$ cat src/rtl/cfb_pkg.sv
package cfb_pkg;

  typedef enum logic [2:0] {
    S_IDLE = 3'd0,
    S_SAVE = 3'd1,
    S_AP   = 3'd2,
    S_FP   = 3'd3,
    S_PC   = 3'd4,
    S_STAT = 3'd5
  } cfb_state_t;

  // status word bit positions
  localparam int PSW_C_BIT   = 0;
  localparam int PSW_V_BIT   = 1;
  localparam int PSW_Z_BIT   = 2;
  localparam int PSW_N_BIT   = 3;
  localparam int PSW_T_BIT   = 4;
  localparam int PSW_IEN_BIT = 5;
  localparam int PSW_DEN_BIT = 7;

endpackage

$ cat src/rtl/cfb_rst_sync.sv
module cfb_rst_sync (
  input  logic clk,
  input  logic rst_n,
  output logic rst_sync_n
);
  logic [1:0] stage_q;

  always_ff @(posedge clk or negedge rst_n) begin
    if (!rst_n) stage_q <= 2'b00;
    else        stage_q <= {stage_q[0], 1'b1};
  end

  assign rst_sync_n = stage_q[1];
endmodule

$ cat src/rtl/cfb_mask_scan.sv
// Finds the highest pending register and the pending set with it removed.
module cfb_mask_scan #(
  parameter int NSAVE = 12,
  parameter int IDX_W = 4
) (
  input  logic [NSAVE-1:0] pend,
  output logic             found,
  output logic [IDX_W-1:0] idx,
  output logic [NSAVE-1:0] pend_clr
);
  always_comb begin
    found = 1'b0;
    idx   = '0;
    for (int i = 0; i < NSAVE; i++) begin
      if (pend[i]) begin
        found = 1'b1;
        idx   = IDX_W'(i);
      end
    end
    pend_clr = pend;
    for (int j = 0; j < NSAVE; j++) begin
      if (found && (IDX_W'(j) == idx)) pend_clr[j] = 1'b0;
    end
  end
endmodule

$ cat src/rtl/cfb_status_pack.sv
// Packs alignment bits, saved-register mask and status into the last pushed word,
// and forms the callee status word.
module cfb_status_pack
  import cfb_pkg::*;
#(
  parameter int DATA_W  = 32,
  parameter int ALIGN_W = 2,
  parameter int NSAVE   = 12,
  parameter int MASK_W  = 16,
  parameter int PSW_W   = 16
) (
  input  logic [ALIGN_W-1:0] sp_lo,
  input  logic [MASK_W-1:0]  mask,
  input  logic [PSW_W-1:0]   psw,
  output logic [DATA_W-1:0]  stat_word,
  output logic [PSW_W-1:0]   psw_new
);
  localparam int PAD_W = DATA_W - ALIGN_W - NSAVE - PSW_W;

  logic [PSW_W-1:0] psw_untraced;

  always_comb begin
    psw_untraced            = psw;
    psw_untraced[PSW_T_BIT] = 1'b0;
  end

  generate
    if (PAD_W > 0) begin : g_pad
      assign stat_word = {sp_lo, {PAD_W{1'b0}}, mask[NSAVE-1:0], psw_untraced};
    end else begin : g_nopad
      assign stat_word = {sp_lo, mask[NSAVE-1:0], psw_untraced};
    end
  endgenerate

  always_comb begin
    psw_new              = psw;
    psw_new[PSW_C_BIT]   = 1'b0;
    psw_new[PSW_V_BIT]   = 1'b0;
    psw_new[PSW_Z_BIT]   = 1'b0;
    psw_new[PSW_N_BIT]   = 1'b0;
    psw_new[PSW_IEN_BIT] = mask[MASK_W-2];
    psw_new[PSW_DEN_BIT] = mask[MASK_W-1];
  end
endmodule

$ cat src/rtl/cfb_frame_builder.sv
module cfb_frame_builder
  import cfb_pkg::*;
#(
  parameter int DATA_W = 32,
  parameter int MASK_W = 16,
  parameter int NSAVE  = 12,
  parameter int PSW_W  = 16,
  localparam int IDX_W   = $clog2(NSAVE),
  localparam int BYTES   = DATA_W / 8,
  localparam int ALIGN_W = $clog2(BYTES)
) (
  input  logic              clk,
  input  logic              rst_n,
  input  logic              start,
  input  logic [DATA_W-1:0] sp_in,
  input  logic [DATA_W-1:0] fp_in,
  input  logic [DATA_W-1:0] ap_in,
  input  logic [DATA_W-1:0] pc_in,
  input  logic [PSW_W-1:0]  psw_in,
  input  logic [MASK_W-1:0] entry_mask,
  input  logic [DATA_W-1:0] entry_addr,
  input  logic [DATA_W-1:0] arg_addr,
  output logic [IDX_W-1:0]  rf_rd_idx,
  input  logic [DATA_W-1:0] rf_rd_data,
  output logic              mem_wr_valid,
  output logic [DATA_W-1:0] mem_wr_addr,
  output logic [DATA_W-1:0] mem_wr_data,
  input  logic              mem_wr_ready,
  output logic              busy,
  output logic              done,
  output logic [DATA_W-1:0] sp_out,
  output logic [DATA_W-1:0] fp_out,
  output logic [DATA_W-1:0] ap_out,
  output logic [DATA_W-1:0] pc_out,
  output logic [PSW_W-1:0]  psw_out
);
  localparam logic [DATA_W-1:0] STEP     = DATA_W'(BYTES);
  localparam logic [DATA_W-1:0] PC_SKIP  = DATA_W'(2);

  logic rst_i_n;

  cfb_state_t state_q, state_d;
  logic [DATA_W-1:0]  sp_q, sp_d;
  logic [NSAVE-1:0]   pend_q, pend_d, pend_clr;
  logic               sp_en, pend_en, cap_en, fin;
  logic               scan_found;
  logic [IDX_W-1:0]   scan_idx;

  logic [DATA_W-1:0]  ap_q, fp_q, pc_q, entry_q, arg_q;
  logic [PSW_W-1:0]   psw_q;
  logic [MASK_W-1:0]  mask_q;
  logic [ALIGN_W-1:0] splo_q;

  logic               done_q;
  logic [DATA_W-1:0]  sp_out_q, fp_out_q, ap_out_q, pc_out_q;
  logic [PSW_W-1:0]   psw_out_q;

  logic [DATA_W-1:0]  push_addr, stat_word, wr_data;
  logic [PSW_W-1:0]   psw_new;
  logic               acc;

  cfb_rst_sync u_rst_sync (
    .clk        (clk),
    .rst_n      (rst_n),
    .rst_sync_n (rst_i_n)
  );

  cfb_mask_scan #(.NSAVE(NSAVE), .IDX_W(IDX_W)) u_scan (
    .pend     (pend_q),
    .found    (scan_found),
    .idx      (scan_idx),
    .pend_clr (pend_clr)
  );

  cfb_status_pack #(
    .DATA_W (DATA_W), .ALIGN_W(ALIGN_W), .NSAVE(NSAVE),
    .MASK_W (MASK_W), .PSW_W  (PSW_W)
  ) u_pack (
    .sp_lo     (splo_q),
    .mask      (mask_q),
    .psw       (psw_q),
    .stat_word (stat_word),
    .psw_new   (psw_new)
  );

  assign push_addr    = sp_q - STEP;
  assign mem_wr_valid = (state_q != S_IDLE);
  assign acc          = mem_wr_valid && mem_wr_ready;
  assign cap_en       = (state_q == S_IDLE) && start;

  always_comb begin
    case (state_q)
      S_SAVE:  wr_data = rf_rd_data;
      S_AP:    wr_data = ap_q;
      S_FP:    wr_data = fp_q;
      S_PC:    wr_data = pc_q;
      S_STAT:  wr_data = stat_word;
      default: wr_data = '0;
    endcase
  end

  // next-state
  always_comb begin
    state_d = state_q;
    sp_d    = sp_q;
    pend_d  = pend_q;
    sp_en   = 1'b0;
    pend_en = 1'b0;
    fin     = 1'b0;
    case (state_q)
      S_IDLE: begin
        if (start) begin
          sp_d    = {sp_in[DATA_W-1:ALIGN_W], {ALIGN_W{1'b0}}};
          sp_en   = 1'b1;
          pend_d  = entry_mask[NSAVE-1:0];
          pend_en = 1'b1;
          state_d = (|entry_mask[NSAVE-1:0]) ? S_SAVE : S_AP;
        end
      end
      S_SAVE: begin
        if (acc) begin
          sp_d    = push_addr;
          sp_en   = 1'b1;
          pend_d  = pend_clr;
          pend_en = 1'b1;
          if (pend_clr == '0) state_d = S_AP;
        end
      end
      S_AP: if (acc) begin sp_d = push_addr; sp_en = 1'b1; state_d = S_FP;   end
      S_FP: if (acc) begin sp_d = push_addr; sp_en = 1'b1; state_d = S_PC;   end
      S_PC: if (acc) begin sp_d = push_addr; sp_en = 1'b1; state_d = S_STAT; end
      S_STAT: begin
        if (acc) begin
          sp_d    = push_addr;
          sp_en   = 1'b1;
          fin     = 1'b1;
          state_d = S_IDLE;
        end
      end
      default: state_d = S_IDLE;
    endcase
  end

  // control registers
  always_ff @(posedge clk or negedge rst_i_n) begin
    if (!rst_i_n) begin
      state_q <= S_IDLE;
      done_q  <= 1'b0;
    end else begin
      state_q <= state_d;
      done_q  <= fin;
    end
  end

  // working pointer and pending set
  always_ff @(posedge clk) begin
    if (sp_en)   sp_q   <= sp_d;
    if (pend_en) pend_q <= pend_d;
  end

  // captured call operands
  always_ff @(posedge clk) begin
    if (cap_en) begin
      ap_q    <= ap_in;
      fp_q    <= fp_in;
      pc_q    <= pc_in;
      psw_q   <= psw_in;
      mask_q  <= entry_mask;
      entry_q <= entry_addr;
      arg_q   <= arg_addr;
      splo_q  <= sp_in[ALIGN_W-1:0];
    end
  end

  // completion results
  always_ff @(posedge clk) begin
    if (fin) begin
      sp_out_q  <= push_addr;
      fp_out_q  <= push_addr;
      ap_out_q  <= arg_q;
      pc_out_q  <= entry_q + PC_SKIP;
      psw_out_q <= psw_new;
    end
  end

  assign rf_rd_idx   = scan_idx;
  assign mem_wr_addr = push_addr;
  assign mem_wr_data = wr_data;
  assign busy        = mem_wr_valid;
  assign done        = done_q;
  assign sp_out      = sp_out_q;
  assign fp_out      = fp_out_q;
  assign ap_out      = ap_out_q;
  assign pc_out      = pc_out_q;
  assign psw_out     = psw_out_q;

endmodule

$ cat config.mk
export PLATFORM = sky130hd
export DESIGN_NAME = cfb_frame_builder
export DESIGN_NICKNAME = d
export VERILOG_FILES = /design/src/rtl/cfb_pkg.sv /design/src/rtl/cfb_rst_sync.sv /design/src/rtl/cfb_mask_scan.sv /design/src/rtl/cfb_status_pack.sv /design/src/rtl/cfb_frame_builder.sv
export SDC_FILE = /design/constraint.sdc
export NUM_CORES = 1
export LEC_CHECK = 0
export ABC_AREA = 1
export BUFFER_PORTS_ARGS = -buffer_cell sky130_fd_sc_hd__buf_2
export CORE_AREA = 2 2 186 188
export CTS_BUF_LIST = sky130_fd_sc_hd__clkbuf_8
export DETAILED_ROUTE_END_ITERATION = 10
export DIE_AREA = 0 0 188 190
export HOLD_SLACK_MARGIN = 0.1
export PLACE_DENSITY = 0.73
export SETUP_SLACK_MARGIN = 0.3
export SYNTH_ARGS = -nofsm -noshare
export SYNTH_HDL_FRONTEND = slang
export SYNTH_HIERARCHICAL = 1
export SYNTH_SLANG_ARGS = --single-unit
$ cat constraint.sdc
create_clock -name clk -period 2.7 [get_ports clk]
set_input_delay 0.54 -clock clk [delete_from_list [all_inputs] [get_ports clk]]
set_output_delay 0.54 -clock clk [all_outputs]
set_load 0.02 [all_outputs]
==> insert_results.sql, run 1 <==
INSERT INTO impl_metrics (metric_group, metric, value, unit) VALUES
('status', 'outcome', 'finished, violations left', ''),
('status', 'violations', 'setup timing', ''),
('flow_run', 'cap_viol_max_count', '0', ''),
('worst_setup_path', 'reg2reg_slack', '540', 'ps'),
('worst_setup_path', 'cpMaxStageDelayCell', 'sky130_fd_sc_hd__edfxtp_1', ''),
('hold_path', 'launch_point_of_the_worst_hold_path', 'entry_mask[10]', ''),
('worst_setup_path', 'reg2reg_from', 'pend_q[2]$_DFFE_PP_', ''),
('logic_synthesis', 'ys_warn_count', '6', ''),
('timing', 'setup_tns', '-1770', 'ps'),
('grt', 'grt_pass1_vias', '12778', ''),
('worst_setup_path', 'critPathTopFamily', 'simple AND/OR/NAND/NOR gates', ''),
('cts', 'clock_path_buffers', '3', ''),
('finish', 'ff_latch_area', '10500', 'um2'),
('place', 'numPortBuffers', '466', ''),
('timing', 'unrepaired_setup_endpoints_after_global_routing', 'yes', ''),
('floorplanning', 'die-height', '190', 'um'),
('worst_setup_path', 'timing.reg2reg.worst_path_depth', '21', ''),
('cts', 'cts_made_buffers', '55', ''),
('cts', 'worst_setup_hold_path_clk_slew', '70', 'ps'),
('place', 'pre_cts_ws', '181', 'ps'),
('drt', 'drc', '0', ''),
('finish', 'nFillCells', '2294', ''),
('grt', 'total_routing_resource_utilization_after_global_routing', '0.240', ''),
('worst_setup_path', 'cp_num_buf_inv', '2', ''),
('grt', 'grt_start_max_net_pins', '107', ''),
('hold_path', 'hold_path_end', 'mask_q[10]$_DFFE_PN_', ''),
('logic_synthesis', 'post_synth_instance_area', '15200', 'um2'),
('worst_setup_path', 'worst-setup-path-type', 'register to output port', ''),
('drt', 'drt_pass1_iterations', '6', ''),
('grt', 'antenna_violations_before_repair', '3', ''),
('finish', 'nNetsFinal', '2320', ''),
('pwr', 'power.ir.vdd_worst', '780', 'uV'),
('worst_setup_path', 'cpPeakStageDelay', '520', 'ps'),
('cts', 'cts.sink_count', '350', ''),
('cts', 'clk_latency', '620', 'ps'),
('timing', 'endpoints_failing_hold', '0', ''),
('hold_path', 'worstHoldPathCells', '1', ''),
('timing', 'slew_viol_final', '0', ''),
('timing', 'fin_ws', '-158', 'ps'),
('timing', 'final.min_clock_period', '2860', 'ps'),
('drt', 'routed_wire_length_per_instance', '18.7', 'um'),
('timing', 'period_utilisation_layout', '1.06', ''),
('timing', 'worstMarginPinSlew', '623', 'ps'),
('drt', 'detail_route.vias_per_cell', '5.01', ''),
('worst_setup_path', 'critical_path_peak_fanout', '4', ''),
('place', 'place_congestion', '0.902', ''),
('place', 'post-dp-hpwl', '27500', 'um'),
('floorplanning', 'effective_utilization_at_floorplan', '0.448', ''),
('drt', 'via_count', '12798', ''),
('drt', 'number_of_design_rule_violations_left_by_the_first_detailed_router_iteration', '945', ''),
('finish', 'area_growth', '49.4', '%'),
('logic_synthesis', 'synth_area_per_cell', '11.3', 'um2'),
('pwr', 'power.density', '1020', 'nW/um2'),
('logic_synthesis', 'syn-instance-count', '1344', ''),
('floorplanning', 'die-area', '35700', 'um2'),
('pwr', 'leakagePower', '9.62', 'nW'),
('worst_setup_path', 'worstSetupEndpointType', 'output port', ''),
('grt', 'grt_first_pass_wirelength', '66600', 'um'),
('floorplanning', 'core.rowCount', '68', ''),
('floorplanning', 'core_area', '33900', 'um2'),
('timing', 'fin_skew', '17.9', 'ps'),
('worst_setup_path', 'critPathLaunchType', 'register', ''),
('timing', 'setup-violations-final', '44', ''),
('timing', 'highest_achievable_clock_rate', '0.350', 'GHz'),
('drt', 'final_antenna_net_count', '0', ''),
('hold_path', 'hold_path_class', 'input port to register', ''),
('worst_setup_path', 'worstReg2RegEnd', 'state_q[2]$_DFFE_PN0P_', ''),
('cts', 'cts-htree-levels', '2', ''),
('grt', 'globalRoute.totalOverflow', '0', ''),
('finish', 'multiInputGateArea', '4720', 'um2'),
('cts', 'clock_tree_from_tritoncts', 'yes', ''),
('cts', 'root_driver', 'sky130_fd_sc_hd__clkbuf_8', ''),
('worst_setup_path', 'cp_data_arrival_time', '2320', 'ps'),
('floorplanning', 'io-pin-count', '475', ''),
('worst_setup_path', 'cp.required', '2160', 'ps'),
('floorplanning', 'chipWidth', '188', 'um'),
('finish', 'final_layout_size_suffix_gt1_frac', '0.410', ''),
('worst_setup_path', 'cp_cell_sequence', 'nor2_4, nand2_4, nor2_4, buf_12, nand2_4, o21ai_2, nand2_2, buf_6', ''),
('timing', 'slew-limit-headroom', '0.585', ''),
('drt', 'wirelength', '47800', 'um');
==> sequential cells by signal, indices dropped and copies added, names as in the netlist <==
| register | flops |
|---|---|
| ap_out | 32 |
| ap_q | 32 |
| arg_q | 32 |
| done | 1 |
| entry_q | 32 |
| fp_out | 30 |
| fp_q | 32 |
| mask_q | 14 |
| pc_out | 32 |
| pc_q | 32 |
| pend_q | 12 |
| psw_out | 16 |
| psw_q | 16 |
| sp_q | 30 |
| splo_q | 2 |
| state_q | 3 |
| u_rst_sync/stage_q | 2 |
==> routing by layer <==
metal  GRT usage  routed length [um]  share of wire  vias up
li1            -                   -              -     5842
met1       0.272               16900           0.35     6052
met2       0.437               25400           0.53      762
met3      0.0457                3550          0.074      142
met4       0.117                1910          0.040        0
met5           0                   0              0        -
==> what timing repair did <==
action / in CTS / in global routing
cloned: 1 / 0
resized for setup: 194 / 206
hold buffers: 188 / 0
buffers inserted: 45 / 38
setup endpoints to repair: 63 / 66
pin swaps: 32 / 69
hold endpoints to repair: 192 / 0
==> stage by stage <==
stage / util / total power, mW / hold WS (ps) / instances / area [um2]
final: 0.670 / 23.2 / 149 / 2556 / 22700
after global routing: 0.670 / 24.1 / 125 / 2556 / 22700
after CTS: 0.637 / 21.2 / 104 / 2516 / 21600
after detailed placement: 0.520 / 15.0 / 103 / 2182 / 17700
after floorplan: - / 12.8 / 40.3 / 1355 / 15300
after global placement: 0.520 / 14.8 / 101 / 2182 / 17700
==> placed cells by master, fill, tap and decap left out, types with 4 or more instances in the layout <==
master	instances
sky130_fd_sc_hd__a21oi_2	4
sky130_fd_sc_hd__a21oi_4	12
sky130_fd_sc_hd__buf_12	17
sky130_fd_sc_hd__buf_2	404
sky130_fd_sc_hd__buf_4	86
sky130_fd_sc_hd__buf_6	64
sky130_fd_sc_hd__clkbuf_8	56
sky130_fd_sc_hd__clkinv_1	7
sky130_fd_sc_hd__clkinv_2	8
sky130_fd_sc_hd__conb_1	15
sky130_fd_sc_hd__dlygate4sd3_1	188
sky130_fd_sc_hd__edfxtp_1	344
sky130_fd_sc_hd__inv_1	88
sky130_fd_sc_hd__inv_2	9
sky130_fd_sc_hd__inv_4	5
sky130_fd_sc_hd__nand2_1	366
sky130_fd_sc_hd__nand2_2	36
sky130_fd_sc_hd__nand2_4	18
sky130_fd_sc_hd__nand3_1	67
sky130_fd_sc_hd__nand3_2	14
sky130_fd_sc_hd__nand4_1	16
sky130_fd_sc_hd__nor2_1	73
sky130_fd_sc_hd__nor2_2	39
sky130_fd_sc_hd__nor2_4	45
sky130_fd_sc_hd__nor3_1	10
sky130_fd_sc_hd__nor3_2	4
sky130_fd_sc_hd__o21ai_0	15
sky130_fd_sc_hd__o21ai_1	7
sky130_fd_sc_hd__o21ai_2	6
sky130_fd_sc_hd__xnor2_1	10
sky130_fd_sc_hd__xnor2_4	6
sky130_fd_sc_hd__xor2_1	17
==> cell type report <==
type	instances	share of cell area
clock inverter	44	0.00946
clock buffer	56	0.0339
multi-input combinational	808	0.207
inverter	80	0.0143
sequential	350	0.461
tap	455	0.0250
timing repair buffer	761	0.249
antenna	2	0.000220
==> where the power goes <==
group	total, mW	leakage [nW]	switching, mW	internal [mW]
registers	8.36	3.24	0.735	7.63
logic	10.7	5.79	6.32	4.34
clock network	4.13	0.601	2.10	2.03
total	23.2	9.62	9.16	14.0
==> worst max path at each step <==
stage,from,to,slack [ps],cells after the start
after detailed placement,sp_q[2]$_DFFE_PP_,mem_wr_addr[16],180,7
after floorplan,state_q[2]$_DFFE_PN0P_,ap_q[0]$_DFFE_PN_,-1310,5
after global routing,sp_q[7]$_DFFE_PP_,mem_wr_addr[21],-250,8
final,sp_q[7]$_DFFE_PP_,mem_wr_addr[21],-160,8
after global placement,sp_q[2]$_DFFE_PP_,mem_wr_addr[16],240,7
after CTS,sp_q[5]$_DFFE_PP_,mem_wr_addr[28],-80,8
Note: power is estimated with default switching activity, not from simulation.
==> run 2: changes to the inputs <==
--- a/config.mk
+++ b/config.mk
@@ -13,7 +13,6 @@
 export DIE_AREA = 0 0 188 190
 export HOLD_SLACK_MARGIN = 0.1
 export PLACE_DENSITY = 0.73
-export SETUP_SLACK_MARGIN = 0.3
 export SYNTH_ARGS = -nofsm -noshare
 export SYNTH_HDL_FRONTEND = slang
 export SYNTH_HIERARCHICAL = 1
==> insert_results.sql, run 2 (synthesis results as in run 1) <==
INSERT INTO impl_metrics (metric_group, metric, value, unit) VALUES
('status', 'outcome', 'finished, violations left', ''),
('status', 'violations', 'setup timing', ''),
('worst_setup_path', 'cp_data_arrival_time', '2260', 'ps'),
('pwr', 'power.density', '1000', 'nW/um2'),
('cts', 'cts.sink_count', '350', ''),
('worst_setup_path', 'reg2reg_slack', '390', 'ps'),
('floorplanning', 'effective_utilization_at_floorplan', '0.448', ''),
('pwr', 'power.ir.vdd_worst', '747', 'uV'),
('grt', 'grt_start_max_net_pins', '107', ''),
('drt', 'detail_route.vias_per_cell', '4.98', ''),
('drt', 'drt_pass1_iterations', '6', ''),
('cts', 'root_driver', 'sky130_fd_sc_hd__clkbuf_8', ''),
('timing', 'period_utilisation_layout', '1.04', ''),
('floorplanning', 'core.rowCount', '68', ''),
('finish', 'most-common-layout-cells', 'sky130_fd_sc_hd__buf_2 (415), sky130_fd_sc_hd__nand2_1 (381), sky130_fd_sc_hd__edfxtp_1 (344)', ''),
('timing', 'slew_viol_final', '0', ''),
('worst_setup_path', 'timing.reg2reg.worst_path_depth', '20', ''),
('floorplanning', 'io-pin-count', '475', ''),
('timing', 'unrepaired_setup_endpoints_after_global_routing', 'yes', ''),
('worst_setup_path', 'cp.required', '2160', 'ps'),
('flow_run', 'cap_viol_max_count', '0', ''),
('floorplanning', 'chipWidth', '188', 'um'),
('worst_setup_path', 'worstReg2RegEnd', 'state_q[0]$_DFFE_PN0P_', ''),
('drt', 'number_of_design_rule_violations_left_by_the_first_detailed_router_iteration', '957', ''),
('worst_setup_path', 'critical_path_peak_fanout', '6', ''),
('timing', 'final.min_clock_period', '2800', 'ps'),
('timing', 'fin_ws', '-96.2', 'ps'),
('cts', 'clock_tree_from_tritoncts', 'yes', ''),
('worst_setup_path', 'worstSetupEndpointType', 'output port', ''),
('cts', 'clk_latency', '620', 'ps'),
('place', 'post-dp-hpwl', '27500', 'um'),
('worst_setup_path', 'cpMaxStageDelayCell', 'sky130_fd_sc_hd__edfxtp_1', ''),
('floorplanning', 'die-area', '35700', 'um2'),
('drt', 'routed_wire_length_per_instance', '18.4', 'um'),
('place', 'place_congestion', '0.902', ''),
('timing', 'final.hold.worst_slack', '146', 'ps'),
('place', 'placed_area', '17700', 'um2'),
('worst_setup_path', 'critical_path.endpoint', 'mem_wr_addr[27]', ''),
('drt', 'final_antenna_net_count', '0', ''),
('timing', 'fin_skew', '13.4', 'ps'),
('worst_setup_path', 'cp_cell_sequence', 'nor2_2, nand2_2, nor2_4, nand2_4, nor2_2, nand2_1, and2_4, buf_6', ''),
('cts', 'worst_setup_hold_path_clk_slew', '70', 'ps'),
('cts', 'cts-htree-levels', '2', ''),
('place', 'numPortBuffers', '466', ''),
('worst_setup_path', 'cpPeakStageDelay', '510', 'ps'),
('timing', 'setup-violations-final', '24', ''),
('pwr', 'leakagePower', '9.37', 'nW'),
('timing', 'slew-limit-headroom', '0.585', ''),
('grt', 'globalRoute.totalOverflow', '0', ''),
('grt', 'grt_pass1_vias', '12657', ''),
('drt', 'via_count', '12565', ''),
('grt', 'total_routing_resource_utilization_after_global_routing', '0.239', ''),
('worst_setup_path', 'critical_path.startpoint', 'sp_q[7]$_DFFE_PP_', ''),
('floorplanning', 'die-height', '190', 'um'),
('worst_setup_path', 'worst-setup-path-type', 'register to output port', ''),
('floorplanning', 'core_area', '33900', 'um2'),
('place', 'placed_cells_incl_taps', '2182', ''),
('timing', 'worstMarginPinSlew', '623', 'ps'),
('finish', 'most_common_cell_after_layout_fill_and_taps_aside', 'sky130_fd_sc_hd__buf_2', ''),
('finish', 'post_layout_cell_count', '2525', ''),
('finish', 'final_layout_size_suffix_gt1_frac', '0.391', ''),
('finish', 'area_growth', '45.5', '%'),
('timing', 'highest_achievable_clock_rate', '0.358', 'GHz'),
('drt', 'drc', '0', ''),
('timing', 'endpoints_failing_hold', '0', ''),
('hold_path', 'hold_path_class', 'input port to register', ''),
('grt', 'grt_first_pass_wirelength', '66100', 'um'),
('cts', 'cts_made_buffers', '55', ''),
('finish', 'stdcell_area', '22100', 'um2'),
('grt', 'antenna_violations_before_repair', '2', ''),
('worst_setup_path', 'critPathLaunchType', 'register', ''),
('drt', 'wirelength', '46400', 'um'),
('worst_setup_path', 'reg2reg_from', 'pend_q[2]$_DFFE_PP_', ''),
('finish', 'nFillCells', '2423', ''),
('finish', 'nNetsFinal', '2290', ''),
('worst_setup_path', 'cp_common_cell', 'sky130_fd_sc_hd__nor2_2', ''),
('cts', 'clock_path_buffers', '3', '');
[run 2: cell types whose count changed in the layout (fill, tap and decap cells not counted), moves of 4 or more]
| cell | previous run | this run |
|---|---|---|
| sky130_fd_sc_hd__nor2_2 | 39 | 46 |
| sky130_fd_sc_hd__nor2_4 | 45 | 38 |
| sky130_fd_sc_hd__buf_2 | 404 | 415 |
| sky130_fd_sc_hd__xnor2_4 | 6 | 2 |
| sky130_fd_sc_hd__nand2_1 | 366 | 381 |
| sky130_fd_sc_hd__buf_6 | 64 | 39 |
| sky130_fd_sc_hd__nand2_2 | 36 | 28 |
| sky130_fd_sc_hd__nand2_4 | 18 | 12 |
| sky130_fd_sc_hd__buf_4 | 86 | 72 |
[run 2: worst max-delay path, delay by kind of cell, from the launching register on]
kind	cells	cell delay, ps
and+or+nand+nor	7	1010
DFF	1	510
buffers and inverters	1	120
[run 2: where the power goes]
group | switching [mW] | internal, mW | total, mW
sequential | 0.710 | 7.63 | 8.34
clock | 2.10 | 2.03 | 4.13
combinational | 6.00 | 3.79 | 9.79
[run 2: per-layer routing]
layer  global-route usage  wire length (um)  vias to the layer above  part of all wire
li1                     -                 -                     5784                 -
met3               0.0472              3570                      131             0.077
met2                0.433             24300                      726              0.52
met1                0.270             16700                     5924              0.36
met5                    0                 0                        -                 0
met4                0.113              1810                        0             0.039
[run 2: final cells by class]
class                           count  area (um2)  share of cell area
Sequential cell                   350       10500               0.473
Timing Repair Buffer              731        5280               0.238
Multi-Input combinational cell    808        4500               0.203
Clock buffer                       56         771              0.0348
Tap cell                          455         569              0.0257
Inverter                           80         328              0.0148
Clock inverter                     44         215             0.00972
Antenna cell                        1        2.50            0.000113
[run 2: timing repair]
item | 4_1_cts | 5_1_grt
buffers inserted | 32 | 22
gates cloned | 1 | 1
resized for setup | 150 | 169
pin swaps | 26 | 35
hold buffers | 188 | 0
endpoints found under the setup margin | 56 | 55
hold endpoints to repair | 192 | 0
[run 2: how the worst min path moves through the flow]
stage / startpoint / to / slack, ps / cells after the start
after floorplan: u_rst_sync/stage_q[1]$_DFF_PN0_ / done$_DFF_PN0_ / 40 / 0
after global placement: u_rst_sync/stage_q[1]$_DFF_PN0_ / done$_DFF_PN0_ / 100 / 0
after detailed placement: u_rst_sync/stage_q[1]$_DFF_PN0_ / done$_DFF_PN0_ / 100 / 0
after CTS: entry_mask[10] / mask_q[10]$_DFFE_PN_ / 100 / 1
after global routing: entry_mask[10] / mask_q[10]$_DFFE_PN_ / 120 / 1
final: entry_mask[10] / mask_q[10]$_DFFE_PN_ / 150 / 1
[run 2: stage by stage]
step	worst slack [ps]	setup TNS, ps	power, mW	util
finish	-96.2	-972	22.3	0.652
global route	-201	-4560	23.3	0.652
CTS	-77.1	-1840	20.9	0.629
detailed placement	181	0	15.0	0.520
global placement	241	0	14.8	0.520
floorplan	-1310	-364650	12.8	-
